===== src/rtl/clkcal_pkg.sv =====
package clkcal_pkg;

   localparam int unsigned TGT_COUNT = 5;
   localparam int unsigned REF_COUNT = 6;
   localparam int unsigned CODE_W    = 3;

   typedef enum logic [CODE_W-1:0] {
      TGT_RC_LP   = 3'd0,
      TGT_RC_FAST = 3'd1,
      TGT_XT_SLOW = 3'd2,
      TGT_RC_TRIM = 3'd3,
      TGT_RC_GEN  = 3'd4
   } tgt_code_e;

   typedef enum logic [CODE_W-1:0] {
      REF_DIV     = 3'd0,
      REF_RC_LP   = 3'd1,
      REF_RC_FAST = 3'd2,
      REF_XT_SLOW = 3'd3,
      REF_RC_GEN  = 3'd4,
      REF_EXT     = 3'd5
   } ref_code_e;

endpackage


===== src/rtl/clkcal_tick_mux.sv =====
module clkcal_tick_mux #(
   parameter int unsigned N     = 5,
   parameter int unsigned SEL_W = 3
) (
   input  logic [SEL_W-1:0] sel,
   input  logic [N-1:0]     ticks,
   output logic             hit
);
   logic [N-1:0] match;

   generate
      for (genvar i = 0; i < N; i++) begin : g_src
         assign match[i] = ticks[i] && (sel == SEL_W'(i));
      end
   endgenerate

   assign hit = |match;
endmodule


===== src/rtl/clkcal_window.sv =====
module clkcal_window #(
   parameter int unsigned WIN_W = 16
) (
   input  logic             clk,
   input  logic             rst_n,
   input  logic             load,
   input  logic [WIN_W-1:0] length,
   input  logic             active,
   input  logic             hit,
   output logic             last
);
   logic [WIN_W-1:0] remain;

   always_ff @(posedge clk or negedge rst_n) begin
      if (!rst_n) begin
         remain <= '0;
      end else if (load) begin
         remain <= length;
      end else if (active && hit && remain != '0) begin
         remain <= remain - 1'b1;
      end
   end

   assign last = active && hit && (remain == WIN_W'(1));
endmodule


===== src/rtl/clkcal_accum.sv =====
module clkcal_accum #(
   parameter int unsigned RES_W = 32
) (
   input  logic             clk,
   input  logic             rst_n,
   input  logic             clear,
   input  logic             inc,
   output logic [RES_W-1:0] value
);
   localparam logic [RES_W-1:0] TOP = '1;

   always_ff @(posedge clk or negedge rst_n) begin
      if (!rst_n) begin
         value <= '0;
      end else if (clear) begin
         value <= '0;
      end else if (inc && value != TOP) begin
         value <= value + 1'b1;
      end
   end
endmodule


===== src/rtl/clkcal_irq.sv =====
module clkcal_irq (
   input  logic clk,
   input  logic rst_n,
   input  logic event_set,
   input  logic clr,
   input  logic en_we,
   input  logic en_wdata,
   output logic pending,
   output logic req
);
   logic en_q;

   always_ff @(posedge clk or negedge rst_n) begin
      if (!rst_n) begin
         pending <= 1'b0;
         en_q    <= 1'b0;
      end else begin
         if (event_set) begin
            pending <= 1'b1;
         end else if (clr) begin
            pending <= 1'b0;
         end
         if (en_we) begin
            en_q <= en_wdata;
         end
      end
   end

   assign req = pending && en_q;
endmodule


===== src/rtl/clkcal_unit.sv =====
module clkcal_unit
   import clkcal_pkg::*;
#(
   parameter int unsigned WIN_W = 16,
   parameter int unsigned RES_W = 32,
   parameter int unsigned TGT_N = TGT_COUNT,
   parameter int unsigned REF_N = REF_COUNT,
   parameter int unsigned SEL_W = CODE_W
) (
   input  logic             clk,
   input  logic             rst_n,
   input  logic [TGT_N-1:0] tgt_tick,
   input  logic [REF_N-1:0] ref_tick,
   input  logic             cfg_we,
   input  logic [SEL_W-1:0] cfg_tgt_sel,
   input  logic [SEL_W-1:0] cfg_ref_sel,
   input  logic [WIN_W-1:0] cfg_window,
   input  logic             go,
   input  logic             irq_en_we,
   input  logic             irq_en_wdata,
   input  logic             irq_clr,
   output logic             busy,
   output logic [RES_W-1:0] result,
   output logic             irq_stat_n,
   output logic             irq
);
   localparam int unsigned MAX_SRC = (TGT_N > REF_N) ? TGT_N : REF_N;

   generate
      if (RES_W < 2) begin : g_bad_res
         $error("clkcal_unit: RES_W must be at least 2");
      end
      if (WIN_W < 1) begin : g_bad_win
         $error("clkcal_unit: WIN_W must be at least 1");
      end
      if ((1 << SEL_W) < MAX_SRC) begin : g_bad_sel
         $error("clkcal_unit: SEL_W too narrow for the source count");
      end
   endgenerate

   logic [SEL_W-1:0] sel_tgt_q;
   logic [SEL_W-1:0] sel_ref_q;
   logic [WIN_W-1:0] win_q;
   logic             busy_q;
   logic             tgt_hit;
   logic             ref_hit;
   logic             win_last;
   logic             start_ok;
   logic             zero_win;
   logic             done_evt;
   logic             pending;

   assign start_ok = go && !busy_q;
   assign zero_win = (win_q == '0);
   assign done_evt = win_last || (start_ok && zero_win);

   always_ff @(posedge clk or negedge rst_n) begin
      if (!rst_n) begin
         sel_tgt_q <= SEL_W'(TGT_RC_LP);
         sel_ref_q <= SEL_W'(REF_DIV);
         win_q     <= '0;
      end else if (cfg_we && !busy_q) begin
         sel_tgt_q <= cfg_tgt_sel;
         sel_ref_q <= cfg_ref_sel;
         win_q     <= cfg_window;
      end
   end

   always_ff @(posedge clk or negedge rst_n) begin
      if (!rst_n) begin
         busy_q <= 1'b0;
      end else if (start_ok && !zero_win) begin
         busy_q <= 1'b1;
      end else if (win_last) begin
         busy_q <= 1'b0;
      end
   end

   clkcal_tick_mux #(.N(TGT_N), .SEL_W(SEL_W)) u_tgt_mux (
      .sel   (sel_tgt_q),
      .ticks (tgt_tick),
      .hit   (tgt_hit)
   );

   clkcal_tick_mux #(.N(REF_N), .SEL_W(SEL_W)) u_ref_mux (
      .sel   (sel_ref_q),
      .ticks (ref_tick),
      .hit   (ref_hit)
   );

   clkcal_window #(.WIN_W(WIN_W)) u_window (
      .clk    (clk),
      .rst_n  (rst_n),
      .load   (start_ok),
      .length (win_q),
      .active (busy_q),
      .hit    (tgt_hit),
      .last   (win_last)
   );

   clkcal_accum #(.RES_W(RES_W)) u_accum (
      .clk   (clk),
      .rst_n (rst_n),
      .clear (start_ok),
      .inc   (busy_q && ref_hit),
      .value (result)
   );

   clkcal_irq u_irq (
      .clk      (clk),
      .rst_n    (rst_n),
      .event_set(done_evt),
      .clr      (irq_clr),
      .en_we    (irq_en_we),
      .en_wdata (irq_en_wdata),
      .pending  (pending),
      .req      (irq)
   );

   assign busy       = busy_q;
   assign irq_stat_n = !pending;
endmodule


===== config.mk =====
export PLATFORM = sky130hd
export DESIGN_NAME = clkcal_unit
export DESIGN_NICKNAME = d
export VERILOG_FILES = /design/src/rtl/clkcal_pkg.sv /design/src/rtl/clkcal_tick_mux.sv /design/src/rtl/clkcal_window.sv /design/src/rtl/clkcal_accum.sv /design/src/rtl/clkcal_irq.sv /design/src/rtl/clkcal_unit.sv
export SDC_FILE = /design/constraint.sdc
export NUM_CORES = 1
export LEC_CHECK = 0
export BUFFER_PORTS_ARGS = -buffer_cell sky130_fd_sc_hd__buf_2
export CAP_MARGIN = 10
export CORE_MARGIN = 3
export CORE_UTILIZATION = 56
export DETAILED_ROUTE_END_ITERATION = 16
export GPL_ROUTABILITY_DRIVEN = 0
export GPL_TIMING_DRIVEN = 0
export PLACE_DENSITY = 0.91
export SYNTH_ARGS = -nofsm -noshare
export SYNTH_HDL_FRONTEND = slang
export SYNTH_HIERARCHICAL = 1
export SYNTH_SLANG_ARGS = --single-unit
export TNS_END_PERCENT = 5

===== constraint.sdc =====
create_clock -name clk -period 2.76 [get_ports clk]
set_input_delay 0.138 -clock clk [delete_from_list [all_inputs] [get_ports clk]]
set_output_delay 0.138 -clock clk [all_outputs]
set_load 0.02 [all_outputs]

==> results of run 1 <==
## path summary, 6_finish.rpt
path | endpoint | slack (ns)
setup / recovery | u_accum/value[31] | 0.05
hold / removal | win_q[2] | 0.01
setup reg to reg | u_accum/value[31] | 0.05
hold reg to reg | u_irq/pending | 0.52
max in group asynchronous | u_accum/value[6] | 1.72
min in group asynchronous | win_q[7] | 0.45
## flip-flops by register name (all words and copies together) (netlist names)
| name | flops |
|---|---|
| busy | 1 |
| win_q | 16 |
| sel_tgt_q | 3 |
| u_irq/pending | 1 |
| u_irq/en_q | 1 |
| u_window/remain | 16 |
| sel_ref_q | 3 |
| u_accum/value | 32 |
## report_power, final
group | internal [uW] | leakage, uW | switching, uW | total [uW]
combinational | 541 | 0.00115 | 502 | 1040
clock | 514 | 0.000111 | 425 | 940
sequential | 1350 | 0.000920 | 358 | 1710
total | 2410 | 0.00218 | 1290 | 3690
## timing repair
item | CTS | global route
hold endpoints to repair | 77 | 0
hold buffers | 5 | 0
gates resized for setup | 0 | 4
buffers inserted | 0 | 0
setup endpoints to repair | 0 | 3
## layout by cell type, fill, tap and decap left out, drive strengths merged, types with 5 or more instances in the layout
| master | instances |
|---|---|
| a211oi | 5 |
| a21oi | 14 |
| a31oi | 7 |
| and2 | 6 |
| and3 | 8 |
| buf | 80 |
| clkbuf | 20 |
| dfrtp | 73 |
| dlygate4sd3 | 5 |
| inv | 17 |
| mux2 | 31 |
| nand2 | 27 |
| nand3 | 22 |
| nand4 | 13 |
| nor2 | 42 |
| nor2b | 7 |
| nor3 | 8 |
| nor4 | 16 |
| o21ai | 9 |
| o31ai | 5 |
| or3 | 10 |
| or4 | 12 |
| xnor2 | 10 |
## area by class of cell
type,count,area share
multi-input cells,302,0.441
inverters,16,0.0122
well taps,96,0.0244
clock buffers,10,0.0259
flip-flops and latches,73,0.371
clock inverters,6,0.0186
plain buffers,16,0.0208
repair buffers,79,0.0859
## logic make-up (layout without fill, tap and decap cells)
kind of cell,count (synthesis),count (layout),synth area share
buf+inv,32,127,0.0386
mux,35,35,0.118
xor+xnor,13,13,0.0275
flops,73,73,0.441
compound gates,65,65,0.111
simple gates,186,186,0.255
fa+ha+maj,3,3,0.00906
## metal layers
metal / GRT usage / vias up
met5: 0 / -
met4: 0.119 / 0
met3: 0.0550 / 36
met2: 0.394 / 219
met1: 0.349 / 1807
li1: - / 1692
## stage by stage
stage                     total power (uW)  instances  hold slack [ns]
after floorplan                       2400        407           -0.158
after detailed placement              2740        577            0.328
after global routing                  3880        598          0.00381
after global placement                2640        577            0.368
final                                 3690        598          0.00983
after CTS                             3680        598         0.000212
==> metrics.cfg, run 1 <==
[grt]
grt_max_degree=74
grt_pass1_vias=3508
overflow=0
grt_pass1_wl_um=17200
grt_use_total=0.257
antenna_found_initial=0

[sta]
rsz0062_at_grt=true
setup_slack_ns=0.0549
timing.fmax_mhz=370
fin_crit_ns=2.71
maxSlewHeadroom=0.396
period_share=0.980
finalClockSkew_ns=0.00756
drv_slew=0
setup_viol=0
tns_ns=0
hold_viol_final=0
worst_pin_slew_ns=0.906

[power_and_ir_drop]
leakagePower_uw=0.00218
p_per_area_nw_per_um2=750
max-vdd-ir-drop_mv=0.526

[detailed_routing]
viasPerCell=6.28
wl_met2_um=5010
dr_wl_met3_um=990
drc=0
top_layer=met4
drt-total-wl_um=10700
dr.first_iter.drc_count=401
wl_met1_um=4440
ant_nets=0
wire_per_inst_um=17.9
drt_first_pass_iters=8
vias=3754

[setup_path]
r2r_start=sel_ref_q[0]
ff2ff_path_depth=9
arrival_ns=2.94
cp-start-kind=register
cp_num_buf_inv=1
timing.critical_path.to_type=register
crit_chain=mux4_2 > mux2_2 > and2_1 > and3_2 > nand4_1 > a21o_1 > clkbuf_4 > nor4_2 > mux2_2
cpMaxStageDelayCell=dfrtp_1
cpPeakStageDelay_ns=0.42
crit_fanout=10
cp.required_ns=3.00
critical_path_class=reg -> reg
critPathLaunch=sel_ref_q[0]
cp_top_family=simple AND/OR/NAND/NOR gates
crit_top_cell=mux2_2
path_depth=9

[clocking]
htree_levels=3
clock_latency_ns=0.36
cts_max_path_buffers=2
cts-buffers-inserted=9
cts_root_buf=clkbuf_8
tritoncts=done
clock-sinks=73
clk_pin_slew_ns=0.08

[placed_design]
io_buffer_count=74
place_area_um2=4640
place_hpwl_um=7480
post-place-ws_ns=0.135

[floorplan]
die_height_um=92.0
io_pins=75
fp-row-count=30
die_area_um2=8470
die_x_um=92.0
core_um2=6980
start_util=0.594

[synth]
syn_area_um2=4140
synth-warning-count=6
synth_enable_flop_cells=0
synth.area.top_cells=dfrtp_1 44%, mux2_4 8.3%, nor2_1 3.8%
synth_flop_cell=dfrtp_1
netlist_instances=407
yosys.area.top_type_share=0.441
synth-seq-cells=73
yosysSeqAreaShare=0.441
synthDistinctLibCells=62
async_flop_share=1.00
synth_most_common_cell=dfrtp_1
yosysTopAreaCell=dfrtp_1
syn_avg_cell_area_um2=10.2
synth.top_cells.by_count=73 x dfrtp_1, 42 x nor2_1, 27 x nand2_1
synthesis.nets=450

[cells_and_area]
area_growth_pct=18.8
n_antenna_cell=0
final_cell_area_um2=4920
final_core_util=0.705
drive_gt1_frac=0.293
nNetsFinal=540
multiInputGateArea_um2=2170
fillers=523
ff_latch_area_um2=1830

[status]
status=completed

[flow_run]
maxCapViolCount=0

[min_path]
holdCritPathClass=in -> reg
holdPathStages=2
min_from=cfg_window[2]

Note: power is estimated with default switching activity, not from simulation.
==> inputs of run 2 (changes only) <==
Settings changed: CORE_ASPECT_RATIO set to 0.6, MAX_ROUTING_LAYER set to met4.
==> run 2 against run 1 <==
  * Flip-flop and latch count unchanged
  * Highest routed layer unchanged
  * Clock skew down 0.00087 ns
  * Clock-buffer cell count unchanged
==> metrics.cfg, run 2 (synthesis results as in run 1) <==
[status]
status=completed  ; unchanged

[cells_and_area]
final_cell_area_um2=4970  ; was 4920 um^2
final_core_util=0.720  ; was 0.705
drive_gt1_frac=0.295  ; was 0.293
fillers=497  ; was 523
nNetsFinal=536  ; was 540
reg_top3=u_accum/value x32, u_window/remain x16, win_q x16  ; unchanged
layout_commonest_cell=buf_2  ; unchanged
area_growth_pct=20.0  ; was 18.8%
layout_common_cells=76 x buf_2, 73 x dfrtp_1, 42 x nor2_1, 27 x nand2_1, 23 x mux2_4  ; was 75 x buf_2, 73 x dfrtp_1, 42 x nor2_1, 27 x nand2_1, 23 x mux2_4
regMostFlops=u_accum/value  ; unchanged
n_antenna_cell=0  ; unchanged
largest_reg_flops=32  ; unchanged

[setup_path]
crit_chain=mux4_2 > mux2_2 > and2_1 > and3_2 > nand4_1 > a21o_1 > buf_2 > buf_4 > o31ai_1 > a21oi_1  ; was mux4_2 > mux2_2 > and2_1 > and3_2 > nand4_1 > a21o_1 > clkbuf_4 > nor4_2 > mux2_2
critical_path_class=reg -> reg  ; unchanged
cpPeakStageDelay_ns=0.52  ; was 0.42 ns
cp-start-kind=register  ; unchanged
cp.required_ns=3.01  ; was 3.00 ns
timing.critical_path.to_type=register  ; unchanged
crit_fanout=10  ; unchanged
cp_num_buf_inv=2  ; was 1
cp_top_family=multiplexers  ; was simple AND/OR/NAND/NOR gates
cpMaxStageDelayCell=mux4_2  ; was dfrtp_1
arrival_ns=2.91  ; was 2.94 ns

[placed_design]
place_hpwl_um=8120  ; was 7480 um
io_buffer_count=74  ; unchanged
place_area_um2=4630  ; was 4640 um^2
post-place-ws_ns=0.105  ; was 0.135 ns

[detailed_routing]
viasPerCell=6.50  ; was 6.28
drt-total-wl_um=11500  ; was 10700 um
drt_first_pass_iters=5  ; was 8
dr_wl_met3_um=1260  ; was 990 um
vias=3805  ; was 3754
wl_met1_um=4880  ; was 4440 um
drc=0  ; unchanged
wire_per_inst_um=19.6  ; was 17.9 um
dr.first_iter.drc_count=435  ; was 401
wl_met2_um=5150  ; was 5010 um
ant_nets=0  ; unchanged
top_layer=met4  ; unchanged

[floorplan]
core_um2=6910  ; was 6980 um^2
fp-row-count=23  ; was 30
start_util=0.600  ; was 0.594
die_height_um=72.6  ; was 92.0 um
io_pins=75  ; unchanged
die_x_um=117  ; was 92.0 um
die_area_um2=8500  ; was 8470 um^2

[sta]
holdWs_ns=0.0323  ; was 0.00983 ns
rsz0062_at_grt=true  ; unchanged
worst_pin_slew_ns=0.945  ; was 0.906 ns
hold_viol_final=0  ; unchanged
fin_crit_ns=2.65  ; was 2.71 ns
timing.fmax_mhz=377  ; was 370 MHz
setup_slack_ns=0.107  ; was 0.0549 ns
period_share=0.961  ; was 0.980
drv_slew=0  ; unchanged
maxSlewHeadroom=0.364  ; was 0.396
setup_viol=0  ; unchanged
finalClockSkew_ns=0.00669  ; was 0.00756 ns
tns_ns=0  ; unchanged

[clocking]
cts_post_setup_buffers_inserted=0  ; unchanged
clk_pin_slew_ns=0.06  ; was 0.08 ns
cts_max_path_buffers=2  ; unchanged
clock-sinks=73  ; unchanged
cts_root_buf=clkbuf_16  ; was clkbuf_8
htree_levels=3  ; unchanged
clock_latency_ns=0.33  ; was 0.36 ns
tritoncts=done  ; unchanged
cts-buffers-inserted=9  ; unchanged

[grt]
grt_use_total=0.284  ; was 0.257
grt_pass1_vias=3611  ; was 3508
overflow=0  ; unchanged
antenna_found_initial=0  ; unchanged
grt_pass1_wl_um=18200  ; was 17200 um
grt_max_degree=74  ; unchanged

[min_path]
holdCritPathClass=in -> reg  ; unchanged

[flow_run]
maxCapViolCount=0  ; unchanged

[power_and_ir_drop]
p_per_area_nw_per_um2=813  ; was 750 nW/um^2
max-vdd-ir-drop_mv=0.373  ; was 0.526 mV
leakagePower_uw=0.00221  ; was 0.00218 uW

==> run 2: report_power, final <==
part | internal [uW] | leakage, uW | switching (uW)
Sequential | 1360 | 0.000920 | 353
Clock | 817 | 0.000155 | 452
Combinational | 537 | 0.00113 | 527
==> run 2: area by class of cell <==
type                            count  area [um^2]  area share
Sequential cell                    73         1830       0.367
Tap cell                           87          109      0.0219
Buffer                             16          100      0.0201
Timing Repair Buffer               75          383      0.0770
Multi-Input combinational cell    302         2160       0.435
Clock buffer                       10          239      0.0481
Inverter                           16         60.1      0.0121
Clock inverter                      6         88.8      0.0179
==> run 2: metal layers <==
metal,up-vias,GRT usage
li1,1686,-
met1,1831,0.405
met2,264,0.415
met3,24,0.0588
met4,0,0.0814
met5,-,-
==> run 2: worst paths after layout <==
check	cells after the start	slack [ns]	start	end
setup / recovery	10	0.11	sel_ref_q[0]	u_accum/value[25]
hold / removal	2	0.03	cfg_window[13]	win_q[13]
setup reg to reg	10	0.11	sel_ref_q[0]	u_accum/value[25]
hold reg to reg	1	0.50	u_irq/pending	u_irq/pending
max in group asynchronous	2	1.69	rst_n	u_window/remain[3]
min in group asynchronous	2	0.46	rst_n	u_accum/value[16]
==> run 2: timing repair <==
item                                    CTS  global route
hold endpoints to repair                 73             0
endpoints found under the setup margin    0             6
hold buffers                              1             0
gates resized for setup                   0             2
==> run 2: worst reg2reg max path, stage by stage, from the launching register on <==
cell and delay (ns):
dfrtp_1 0.40, mux4_2 0.52, mux2_2 0.29, and2_1 0.20, and3_2 0.27, nand4_1 0.10, a21o_1 0.09, buf_2 0.25
buf_4 0.22, o31ai_1 0.09, a21oi_1 0.14
==> run 2: per-stage QoR <==
stage               std cells  total power, uW
global route              585             4230
global placement          568             2650
finish                    585             4040
detailed placement        568             2740
CTS                       585             4030
floorplan                 407             2400
==> inputs of run 3 (changes only) <==
Settings changed: ABC_AREA set to 1, CORE_UTILIZATION 56 to 58, PLACE_DENSITY 0.91 to 0.92.
==> run 3 against run 2 <==
  * Register-to-register slack gained 0.47 ns
  * Sequential power grew 5%
  * First-iteration DRC count grew 60%
  * Critical path type unchanged
  * Hold slack lost 0.0077 ns
  * Synthesized area grew 15%
  * Die area grew 11%
  * Design area grew 12%
  * Total power grew 36%
  * Largest cell class unchanged
  * Combinational power grew 150%
  * Wire length grew 18%
==> metrics.cfg, run 3 <==
[synth]
yosysTopAreaCell=dfrtp_1  ; unchanged
synth-seq-cells=73  ; unchanged
synth_most_common_cell=nand2_1  ; was dfrtp_1
syn_area_um2=4790  ; was 4140 um^2
synth.area.top_cells=dfrtp_1 38%, nand2_1 18%, nand3_1 6.9%  ; was dfrtp_1 44%, mux2_4 8.3%, nor2_1 3.8%
syn_avg_cell_area_um2=7.35  ; was 10.2 um^2
async_flop_share=1.00  ; unchanged
synthesis.nets=694  ; was 450
synth.top_cells.by_count=232 x nand2_1, 85 x nor2_1, 73 x dfrtp_1  ; was 73 x dfrtp_1, 42 x nor2_1, 27 x nand2_1
netlist_instances=651  ; was 407
synth-warning-count=6  ; unchanged
synthDistinctLibCells=36  ; was 62
yosysSeqAreaShare=0.382  ; was 0.441
synth_flop_cell=dfrtp_1  ; unchanged
yosys.area.top_type_share=0.382  ; was 0.441
synth_enable_flop_cells=0  ; unchanged

[setup_path]
arrival_ns=2.45  ; was 2.91 ns
r2r_start=sel_ref_q[0]  ; unchanged
rr_endpoint=u_accum/value[25]  ; unchanged
ff2ff_path_depth=13  ; was 10
crit_fanout=10  ; unchanged
timing.critical_path.to_type=register  ; unchanged
cp.required_ns=3.03  ; was 3.01 ns
regToRegSetupSlack_ns=0.58  ; was 0.11 ns
cp-start-kind=register  ; unchanged
critical_path_class=reg -> reg  ; unchanged

[flow_run]
maxCapViolCount=0  ; unchanged

[power_and_ir_drop]
max-vdd-ir-drop_mv=0.606  ; was 0.373 mV
leakagePower_uw=0.00294  ; was 0.00221 uW
p_per_area_nw_per_um2=980  ; was 813 nW/um^2
finalPower_uw=5480  ; was 4040 uW

[cells_and_area]
n_antenna_cell=0  ; unchanged
ff_latch_area_um2=1830  ; unchanged
reg_top3=u_accum/value x32, u_window/remain x16, win_q x16  ; unchanged
final_cells=846  ; was 585
largest_reg_flops=32  ; unchanged
area_growth_pct=16.8  ; was 20.0%
layout_common_cells=232 x nand2_1, 85 x nor2_1, 76 x buf_2, 73 x dfrtp_1, 66 x nand3_1  ; was 76 x buf_2, 73 x dfrtp_1, 42 x nor2_1, 27 x nand2_1, 23 x mux2_4
regMostFlops=u_accum/value  ; unchanged
fillers=560  ; was 497
multiInputGateArea_um2=2580  ; was 2160 um^2
drive_gt1_frac=0.218  ; was 0.295
nNetsFinal=781  ; was 536
layout_commonest_cell=nand2_1  ; was buf_2

[clocking]
htree_levels=3  ; unchanged
clock-sinks=73  ; unchanged
cts-buffers-inserted=9  ; unchanged
clk_pin_slew_ns=0.06  ; about the same
cts_max_path_buffers=2  ; unchanged
cts_post_setup_buffers_inserted=0  ; unchanged
clock_latency_ns=0.33  ; about the same
tritoncts=done  ; unchanged
cts_root_buf=clkbuf_16  ; unchanged

[status]
status=completed  ; unchanged

[grt]
grt_use_total=0.307  ; was 0.284
overflow=0  ; unchanged
grt_max_degree=49  ; was 74
antenna_found_initial=0  ; unchanged
grt_pass1_wl_um=22300  ; was 18200 um
grt_pass1_vias=4514  ; was 3611

[placed_design]
io_buffer_count=74  ; unchanged
dp_cells=830  ; was 568
place_hpwl_um=9970  ; was 8120 um

[sta]
setup_viol=0  ; unchanged
finalClockSkew_ns=0.00778  ; was 0.00669 ns
worst_pin_slew_ns=0.621  ; was 0.945 ns
tns_ns=0  ; unchanged
drv_slew=0  ; unchanged
maxSlewHeadroom=0.585  ; was 0.364
rsz0062_at_grt=false  ; was true
fin_crit_ns=2.18  ; was 2.65 ns
hold_viol_final=0  ; unchanged
period_share=0.791  ; was 0.961
timing.fmax_mhz=458  ; was 377 MHz
holdWs_ns=0.0245  ; was 0.0323 ns

[detailed_routing]
drc=0  ; unchanged
vias=4833  ; was 3805
viasPerCell=5.71  ; was 6.50
drt_first_pass_iters=6  ; was 5
dr.first_iter.drc_count=698  ; was 435
drt-total-wl_um=13600  ; was 11500 um
wire_per_inst_um=16.1  ; was 19.6 um
ant_nets=0  ; unchanged

[floorplan]
die_x_um=123  ; was 117 um
start_util=0.627  ; was 0.600
die_area_um2=9410  ; was 8500 um^2
die_height_um=76.4  ; was 72.6 um
io_pins=75  ; unchanged
fp-row-count=24  ; was 23
core_um2=7630  ; was 6910 um^2

[min_path]
whs_endpoint=u_irq/en_q  ; was win_q[13]
min_from=irq_en_wdata  ; was cfg_window[13]
holdCritPathClass=in -> reg  ; unchanged
holdPathStages=3  ; was 2

run 3: changes by cell type after synthesis, sizes merged, moves of 9 or more:
cell,previous run,this run
nand2,27,248
nor2,42,97
inv,16,61
nand3,22,67
nor4,16,0
or4,12,0
o21ai,9,20
or3,10,0
a21oi,14,5
mux2,31,22
run 3: worst max path at each step:
stage / from / end / slack [ns]
after detailed placement: sel_ref_q[0] / u_accum/value[25] / 0.68
after global routing: sel_ref_q[0] / u_accum/value[14] / 0.35
after CTS: sel_ref_q[0] / u_accum/value[31] / 0.65
final: sel_ref_q[0] / u_accum/value[25] / 0.58
after global placement: sel_ref_q[0] / u_accum/value[28] / 0.76
after floorplan: u_accum/value[1] / u_accum/value[25] / 0.98
run 3: layout make-up:
type,instances,share of cell area
multi-input combinational,499,0.461
sequential,73,0.327
timing repair buffer,76,0.0734
clock buffer,12,0.0441
inverter,63,0.0423
buffer,16,0.0260
tap,104,0.0233
clock inverter,3,0.00313
run 3: metrics by stage:
step	setup slack [ns]	utilization	cell area (um^2)
after floorplan	0.979	-	4790
after global placement	0.757	0.693	5290
after detailed placement	0.681	0.697	5320
after CTS	0.650	0.733	5590
after global routing	0.349	0.733	5590
final	0.578	0.733	5590
run 3: metal layers:
metal / track usage / wire length (um)
met5: - / 0
met4: 0.0674 / 233
met3: 0.0831 / 1820
met2: 0.429 / 5760
met1: 0.446 / 5780
run 3: worst max-delay path: stages (launching register included):
cell	delay (ns)
dfrtp_1	0.42
inv_2	0.07
nand2_1	0.07
nand3_1	0.07
nand2_1	0.07
nand2_1	0.05
nand2_1	0.06
nand2_1	0.07
inv_1	0.21
inv_1	0.06
a21oi_1	0.45
buf_2	0.33
nand4_1	0.12
nand2_1	0.09
run 3: cell families (layout without fill, tap and decap cells):
logic type               count (synthesis)  after routing  synth area share
AO/OA/AOI/OAI                           28             28            0.0319
multiplexers                            22             22            0.0675
adder cells (fa/ha/maj)                  3              3           0.00784
flip-flops                              73             73             0.382
XOR/XNOR                                13             13            0.0238
buffers and inverters                   79            170            0.0797
AND/OR/NAND/NOR                        433            433             0.408
run 3: repair_timing:
action / CTS / global route
hold buffers: 1 / 0
endpoints found under the setup margin: 0 / 0
resized for setup: 0 / 0
endpoints found under the hold margin: 25 / 0
run 3: power by group:
group / switching [uW] / internal [uW]
logic: 1570 / 1040
registers: 384 / 1410
clock network: 448 / 626
total: 2400 / 3080
